===== config.mk =====
export PLATFORM = sky130hd
export DESIGN_NAME = lc_seq_fsm
export DESIGN_NICKNAME = d
export VERILOG_FILES = /design/src/rtl/lc_seq_pkg.sv /design/src/rtl/lc_seq_decode.sv /design/src/rtl/lc_seq_next.sv /design/src/rtl/lc_seq_fsm.sv
export SDC_FILE = /design/constraint.sdc
export NUM_CORES = 1
export LEC_CHECK = 0
export BUFFER_PORTS_ARGS = -buffer_cell sky130_fd_sc_hd__buf_2
export CORE_UTILIZATION = 30
export DETAILED_ROUTE_END_ITERATION = 8
export GPL_TIMING_DRIVEN = 0
export PLACE_DENSITY_LB_ADDON = 0.05
export RECOVER_POWER = 100
export SLEW_MARGIN = 20
export SYNTH_ARGS = -nofsm -noshare
export SYNTH_HDL_FRONTEND = slang
export SYNTH_HIERARCHICAL = 1
export SYNTH_SLANG_ARGS = --single-unit

===== constraint.sdc =====
create_clock -name clk_i -period 7.65 [get_ports clk_i]
set_input_delay 0 -clock clk_i [delete_from_list [all_inputs] [get_ports clk_i]]
set_output_delay 0 -clock clk_i [all_outputs]
set_load 0.02 [all_outputs]

===== src/rtl/lc_seq_pkg.sv =====
package lc_seq_pkg;
  localparam int GRP_W  = 4;
  localparam int ST_W   = 3 * GRP_W;
  localparam int STEP_N = 8;

  typedef enum logic [ST_W-1:0] {
    ST_RESET   = 12'h1E1,
    ST_IDLE    = 12'h2D2,
    ST_CLKMUX  = 12'h3C3,
    ST_CNTINC  = 12'h4B4,
    ST_CNTPRG  = 12'h5A5,
    ST_TRCHK   = 12'h696,
    ST_THASH   = 12'h787,
    ST_FLWIPE  = 12'h878,
    ST_TCHK0   = 12'h969,
    ST_TCHK1   = 12'hA5A,
    ST_TRPRG   = 12'hB4B,
    ST_POST    = 12'hC3C,
    ST_SCRAP   = 12'hD2D,
    ST_ESC     = 12'hE1E,
    ST_INVALID = 12'hF0F
  } lc_st_e;

  // A legal code repeats its index, with the middle group inverted.
  function automatic logic code_ok(logic [ST_W-1:0] c);
    logic [GRP_W-1:0] lo, mid, hi;
    lo  = c[GRP_W-1:0];
    mid = c[2*GRP_W-1:GRP_W];
    hi  = c[ST_W-1:2*GRP_W];
    return (hi == lo) && (mid == ~lo) && (lo != '0);
  endfunction

  function automatic logic [STEP_N-1:0] step_of(lc_st_e s, logic rma);
    logic [STEP_N-1:0] v;
    v = '0;
    case (s)
      ST_CLKMUX:         v[0] = 1'b1;
      ST_CNTINC:         v[1] = 1'b1;
      ST_CNTPRG:         v[2] = 1'b1;
      ST_TRCHK:          v[3] = 1'b1;
      ST_THASH:          v[4] = 1'b1;
      ST_FLWIPE:         v[5] = rma;
      ST_TCHK0, ST_TCHK1: v[6] = 1'b1;
      ST_TRPRG:          v[7] = 1'b1;
      default:           v = '0;
    endcase
    return v;
  endfunction
endpackage


===== src/rtl/lc_seq_decode.sv =====
module lc_seq_decode
  import lc_seq_pkg::*;
(
  input  logic [ST_W-1:0] raw_i,
  output lc_st_e          st_o,
  output logic            illegal_o
);
  assign illegal_o = !code_ok(raw_i);
  assign st_o      = illegal_o ? ST_INVALID : lc_st_e'(raw_i);
endmodule


===== src/rtl/lc_seq_next.sv =====
module lc_seq_next
  import lc_seq_pkg::*;
(
  input  lc_st_e st_i,
  input  logic   esc_i,
  input  logic   start_i,
  input  logic   scrap_i,
  input  logic   done_i,
  input  logic   err_i,
  input  logic   match_i,
  input  logic   rma_i,
  output lc_st_e nxt_o,
  output logic   tok_fail_o
);
  logic in_tchk;
  assign in_tchk    = (st_i == ST_TCHK0) || (st_i == ST_TCHK1);
  assign tok_fail_o = in_tchk && !match_i && !esc_i;

  always_comb begin
    nxt_o = st_i;
    if (esc_i) begin
      nxt_o = ST_ESC;
    end else begin
      case (st_i)
        ST_RESET:  nxt_o = ST_IDLE;
        ST_IDLE:   if (scrap_i) nxt_o = ST_SCRAP;
                   else if (start_i) nxt_o = ST_CLKMUX;
        ST_CLKMUX: if (done_i) nxt_o = ST_CNTINC;
        ST_CNTINC: if (err_i) nxt_o = ST_POST; else if (done_i) nxt_o = ST_CNTPRG;
        ST_CNTPRG: if (err_i) nxt_o = ST_POST; else if (done_i) nxt_o = ST_TRCHK;
        ST_TRCHK:  if (err_i) nxt_o = ST_POST; else if (done_i) nxt_o = ST_THASH;
        ST_THASH:  if (err_i) nxt_o = ST_POST; else if (done_i) nxt_o = ST_FLWIPE;
        ST_FLWIPE: if (!rma_i || done_i) nxt_o = ST_TCHK0;
        ST_TCHK0:  nxt_o = match_i ? ST_TCHK1 : ST_POST;
        ST_TCHK1:  nxt_o = match_i ? ST_TRPRG : ST_POST;
        ST_TRPRG:  if (done_i || err_i) nxt_o = ST_POST;
        ST_POST, ST_SCRAP, ST_ESC: nxt_o = st_i;
        default:   nxt_o = ST_ESC;
      endcase
    end
  end
endmodule


===== src/rtl/lc_seq_fsm.sv =====
module lc_seq_fsm
  import lc_seq_pkg::*;
#(
  parameter int NUM_ESC = 2
) (
  input  logic               clk_i,
  input  logic               rst_ni,
  input  logic               start_i,
  input  logic               scrap_i,
  input  logic               done_i,
  input  logic               err_i,
  input  logic               match_i,
  input  logic               rma_i,
  input  logic [NUM_ESC-1:0] esc_i,
  output logic [ST_W-1:0]    state_o,
  output logic [STEP_N-1:0]  step_o,
  output logic               tok_err_o
);
  logic [ST_W-1:0] state_q;
  logic            tok_err_q;
  lc_st_e          st_cur, st_nxt;
  logic            illegal, tok_fail, esc_any;

  assign esc_any = |esc_i;

  lc_seq_decode u_dec (
    .raw_i     (state_q),
    .st_o      (st_cur),
    .illegal_o (illegal)
  );

  lc_seq_next u_nxt (
    .st_i       (st_cur),
    .esc_i      (esc_any),
    .start_i    (start_i),
    .scrap_i    (scrap_i),
    .done_i     (done_i),
    .err_i      (err_i),
    .match_i    (match_i),
    .rma_i      (rma_i),
    .nxt_o      (st_nxt),
    .tok_fail_o (tok_fail)
  );

  always_ff @(posedge clk_i or negedge rst_ni) begin
    if (!rst_ni) begin
      state_q   <= ST_RESET;
      tok_err_q <= 1'b0;
    end else begin
      state_q   <= st_nxt;
      tok_err_q <= tok_err_q | tok_fail;
    end
  end

  assign state_o   = state_q;
  assign step_o    = step_of(st_cur, rma_i);
  assign tok_err_o = tok_err_q;


  esc_entry_chk: assert property (@(posedge clk_i) disable iff (!rst_ni)
    esc_any |=> state_q == ST_ESC);

  bad_code_chk: assert property (@(posedge clk_i) disable iff (!rst_ni)
    illegal |=> state_q == ST_ESC);

  esc_hold_chk: assert property (@(posedge clk_i) disable iff (!rst_ni)
    state_q == ST_ESC |=> state_q == ST_ESC);

  post_hold_chk: assert property (@(posedge clk_i) disable iff (!rst_ni)
    (state_q == ST_POST && !esc_any) |=> state_q == ST_POST);

  tchk1_leave_chk: assert property (@(posedge clk_i) disable iff (!rst_ni)
    state_q == ST_TCHK1 |=> state_q != ST_TCHK1);

  tok_err_sticky_chk: assert property (@(posedge clk_i) disable iff (!rst_ni)
    tok_err_q |=> tok_err_q);

  step_onehot_chk: assert property (@(posedge clk_i) disable iff (!rst_ni)
    $onehot0(step_o));

  reset_exit_chk: assert property (@(posedge clk_i) disable iff (!rst_ni)
    (state_q == ST_RESET && !esc_any) |=> state_q == ST_IDLE);
endmodule


Yosys cells after proc, flatten, opt, wreduce, memory -nomap -nowiden. Index checks and enable logic that the tools add are counted.

Register bits: 13. Latch bits: 0. Memory bits (writable): 0. Memory bits (read-only): 0. Input port bits: 10. Output and inout port bits: 21. Logic and storage cells: 60. Memories: 0.

$add $sub $neg: 0. Multiply operators: 0. Divide/modulo/power cells: 0. Magnitude comparators: 0. Equal/unequal tests: 16. Shift operators: 0. Multiplexer cells: 26. Bitwise gates (word level): 2. Reduce and logical (&&, ||, !) cells: 14.

Operator list (number): $mux 12 (15); $pmux 12 s12 (1); $eq 12x12->1 const B (7); $eq 12x11->1 const B (4); $eq 12x10->1 const B (2); $mux 11 (2); $eq 12x9->1 const B (1); $eq 4x4->1 (2); $mux 1 (8); $logic_and 1x1->1 (4); $not 4->4 (1); $reduce_bool 4->1 (1); $reduce_or 2->1 (2); $logic_not 1->1 (3); $logic_or 1x1->1 (3); $reduce_or 3->1 (1); $or 1x1->1 (1).

Logic depth before layout (Yosys ltp).
Depth after elaboration: 10. Depth in mapped cells: 10. Gate-level depth less buffers: 9.

Cells and area by module. The synthesis kept the hierarchy.

By module, submodules not included: lc_seq_next (instances 1, cells an instance 75, area each 495.5 µm², seq. area each 0.0 µm²); lc_seq_fsm (instances 1, cells an instance 37, area each 479.2 µm², seq. area each 331.6 µm²); lc_seq_decode (instances 1, cells an instance 27, area each 203.9 µm², seq. area each 0.0 µm²).

Least setup slack after synthesis. OpenSTA, ideal clock, no wires.

Path type: register to register. From: reg state_q[6], in the netlist state_o[6]. To: reg state_q[10], in the netlist state_o[10]. Library setup time: 138 ps. Arrival time: 3146 ps. Setup slack: 4366 ps. Cell stages (with the launch flop): 10. Buffers on the path: 0. Cells stage by stage: dfstp_2 > or3b_1 > o22a_1 > or3_1 > or3b_4 > a21oi_4 > nor2_2 > a2bb2oi_1 > a41o_1 > or4_1.

Cells in the longest elaborated chain, start to end: 8. Elaborated cells on any way between the ends: 34.

RTL lines: start, declared (RTL line lc_seq_fsm.sv:19) `logic [ST_W-1:0] state_q;`; start signal, assigned (RTL line lc_seq_fsm.sv:50) `state_q <= st_nxt;`; $eq 4x4->1 * (RTL line lc_seq_pkg.sv:30) `return (hi == lo) && (mid == ~lo) && (lo != '0);`; $logic_and 1x1->1 * (2 in series) (RTL line lc_seq_pkg.sv:30); $mux 12 * (RTL line lc_seq_decode.sv:9) `assign st_o = illegal_o ? ST_INVALID : lc_st_e'(raw_i);`; net st_cur[8] (RTL line lc_seq_fsm.sv:21) `lc_st_e st_cur, st_nxt;`; $eq 12x12->1 (RTL line lc_seq_next.sv:24) `case (st_i)`; $reduce_or 3->1 (RTL line lc_seq_next.sv:24); $pmux 12 s12 * (RTL line lc_seq_next.sv:24); $mux 12 * (RTL line lc_seq_next.sv:21) `if (esc_i) begin`; net st_nxt[10] (RTL line lc_seq_fsm.sv:21).

Mark *: on every way through the listed nets, which the timed path passes. The rest lies on a longest branch.

Worst setup path after layout.
From: reg state_q[6], in the netlist state_o[6]. To: reg state_q[11], in the netlist state_o[11].

The elaborated chain is that of the path after synthesis.

==> PnR_summary.wiki <==
{| class="wikitable"
! Metric !! Value
|-
| Run status || completed
|-
| Signed area change from the synthesized netlist to the final layout || 17.7%
|-
| Final setup viols || 0
|-
| Switching portion of total power || 51.8%
|-
| Remaining number of nets flagged by the antenna check after routing || 0
|-
| Number of synthesis warnings || 6
|-
| Internal power of the cells || 259 uW
|-
| Total DRC errors in the routed layout || 0
|-
| Die width || 64.5 um
|-
| Final wirelength || 3260 um
|-
| First-pass DRT Iterations || 4
|-
| Final routed wire length divided by cell count || 14.8 um
|-
| Max transition margin || 30.4%
|-
| Hold WC Path Type || primary input to register
|-
| Final critical path time including I/O delays and setup || 4.07 ns
|-
| Clock Tree Buf Depth || 2
|-
| Via count || 1223
|-
| Accumulated negative setup slack || 0 ns
|-
| Standard cell core area || 3720 sq um
|-
| Worst EP required || 7.77 ns
|-
| Number of antenna violations at the first check in global routing || 0
|-
| Total of cells resized after clock tree synthesis || 0
|-
| Filler Cell Count || 409
|-
| Post-CTS Setup Repair Bufs || 0
|-
| Num Clock Sinks || 13
|-
| Number of primary I/O pins || 31
|-
| FMAX || 246 MHz
|-
| Port Buffer Count || 29
|-
| Cell leakage power || 0.452 nW
|-
| Wire length of the first global-routing pass || 5350 um
|-
| Clock transition at the registers of the reported paths || 0.05 ns
|-
| Pins over their slew limit || 0
|-
| Area of placed instances || 1380 sq um
|-
| Fraction of final layout cells sized beyond drive strength 1 || 17.4%
|-
| Number of cells on the worst hold path || 4
|-
| Post-cts hold buffer count || 1
|-
| Non-filler cells in the finished layout || 220
|-
| Post-Synthesis Cell Area || 1170 sq um
|-
| Crit start category || register
|-
| Post-synthesis area per instance || 8.50 sq um
|-
| Clock tree from TritonCTS || yes
|-
| Die Span Y || 64.5 um
|-
| Final worst-path cycle share || 53.2%
|-
| Net switching power || 278 uW
|-
| Reg-to-Reg End || state_o[11]
|-
| Maximum number of pins on one net before global-route repair || 14
|-
| Starting DRC count in detailed routing || 74
|-
| Starting density of the core || 31.6%
|-
| Clock power frac || 10.9%
|-
| Fin area || 1380 sq um
|-
| Gp weighted congestion || 0.853
|-
| Global-route congestion overflow total || 0
|-
| Largest voltage drop on the vdd net || 0.000128 V
|-
| DP Worst Slack || 4.15 ns
|-
| Min-Delay Startpoint || scrap_i
|-
| Kind of end point of the critical path || register
|-
| Synthesized instance count || 138
|-
| Combinational group share of total power || 71.8%
|-
| Power per cell area || 389 nW/um^2
|-
| Number of vias per cell || 5.56
|-
| Depth of the CTS H-tree || 1
|-
| Worst-case reg-to-reg path depth || 9
|-
| Syn Nets || 148
|-
| Root buffer cell || sky130_fd_sc_hd__clkbuf_8
|-
| Final hold violation count || 0
|-
| Clock latency at the later pin of the worst-skew pair || 0.24 ns
|-
| Final WS setup || 3.58 ns
|-
| Data arrival time of the worst path || 4.18 ns
|-
| Max Fanout on Critical Path || 8
|-
| Worst reg-to-reg setup slack || 3.58 ns
|-
| Fraction of power consumed by sequential logic || 17.3%
|-
| Category of the critical setup timing path || register to register
|-
| Post-Route Skew || 0.00482 ns
|-
| Number of antenna repair diodes || 0
|-
| Transition at the pin with the smallest max-transition slack || 1.02 ns
|-
| Global Route Usage Sum || 16.7%
|-
| Number of nets in the layout || 183
|-
| Final HPWL DP || 2660 um
|-
| DIE AREA || 4170 sq um
|-
| Inserted Clock Buffers || 3
|-
| Worst slack on hold paths || 0.171 ns
|-
| Reg2reg start || state_o[6]
|-
| Number of global-route vias before repair || 1057
|-
| Setup repair after global routing missed its margin || false
|-
| Max-cap check violation count || 0
|-
| Number of cells after detailed placement || 215
|-
| Number of standard-cell rows in the floorplan || 22
|-
| Worst Hold Path EP || state_o[6]
|}
## power by group through the flow
| stage | sequential [mW] | clock, mW | combinational (mW) |
|---|---|---|---|
| detailed placement | 0.0947 | 0 | 0.398 |
| finish | 0.0932 | 0.0585 | 0.386 |
| CTS | 0.0937 | 0.0614 | 0.400 |
| global route | 0.0954 | 0.0660 | 0.429 |
| floorplan | 0.105 | 0 | 0.303 |
| global placement | 0.0940 | 0 | 0.396 |
## cell type report
class	count	area, sq um	share of cell area, %
multi-input cells	119	790	57.2
inverters	4	15.0	1.09
flip-flops and latches	13	332	24.0
plain buffers	2	7.51	0.543
well taps	48	60.1	4.35
clock buffers	4	45.0	3.26
repair buffers	30	133	9.60
## state kept, by name, indices dropped and copies added, names as in the netlist
name,cells
state_o,12
tok_err_o,1
## worst max path at each step
stage / start / to / cells past startpoint
finish: state_o[6] / state_o[11] / 9
CTS: state_o[6] / state_o[11] / 9
floorplan: state_o[6] / state_o[10] / 9
global placement: state_o[6] / state_o[4] / 9
global route: state_o[6] / state_o[11] / 9
detailed placement: state_o[6] / state_o[11] / 9
## cells in the final DEF, fill, tap and decap left out, types with 4 or more instances in the layout
cell and n:
sky130_fd_sc_hd__nand4b_1 6, sky130_fd_sc_hd__buf_2 11, sky130_fd_sc_hd__inv_1 4, sky130_fd_sc_hd__dfrtp_1 8
sky130_fd_sc_hd__a21oi_1 6, sky130_fd_sc_hd__nand2_1 13, sky130_fd_sc_hd__nor3_1 5, sky130_fd_sc_hd__dfstp_2 4
sky130_fd_sc_hd__and3b_1 4, sky130_fd_sc_hd__clkbuf_1 21, sky130_fd_sc_hd__nor2_1 18, sky130_fd_sc_hd__nor3b_1 6
## worst max-delay path: stages (launching register included)
cell	delay [ns]
sky130_fd_sc_hd__dfstp_1	0.56
sky130_fd_sc_hd__or3b_1	0.39
sky130_fd_sc_hd__o22ai_1	0.46
sky130_fd_sc_hd__nand4b_1	0.38
sky130_fd_sc_hd__or3b_1	0.52
sky130_fd_sc_hd__nor2_1	0.31
sky130_fd_sc_hd__nand2_1	0.12
sky130_fd_sc_hd__o311ai_0	0.69
sky130_fd_sc_hd__nand2_1	0.21
sky130_fd_sc_hd__a41o_1	0.30
## routing by layer
| metal | up-vias | GRT usage (%) | wire (um) |
|---|---|---|---|
| li1 | 609 | - | - |
| met1 | 562 | 23.2 | 1530 |
| met2 | 50 | 26.8 | 1500 |
| met3 | 2 | 3.52 | 212 |
| met4 | 0 | 2.50 | 16 |
| met5 | - | 0 | 0 |
## through the flow
step	utilization (%)	total power, mW
6_report	37.2	0.537
5_1_grt	37.2	0.590
4_1_cts	38.6	0.555
3_5_place_dp	37.1	0.493
3_3_place_gp	37.1	0.491
2_1_floorplan	-	0.408
Power figures use the tool's default switching activity.
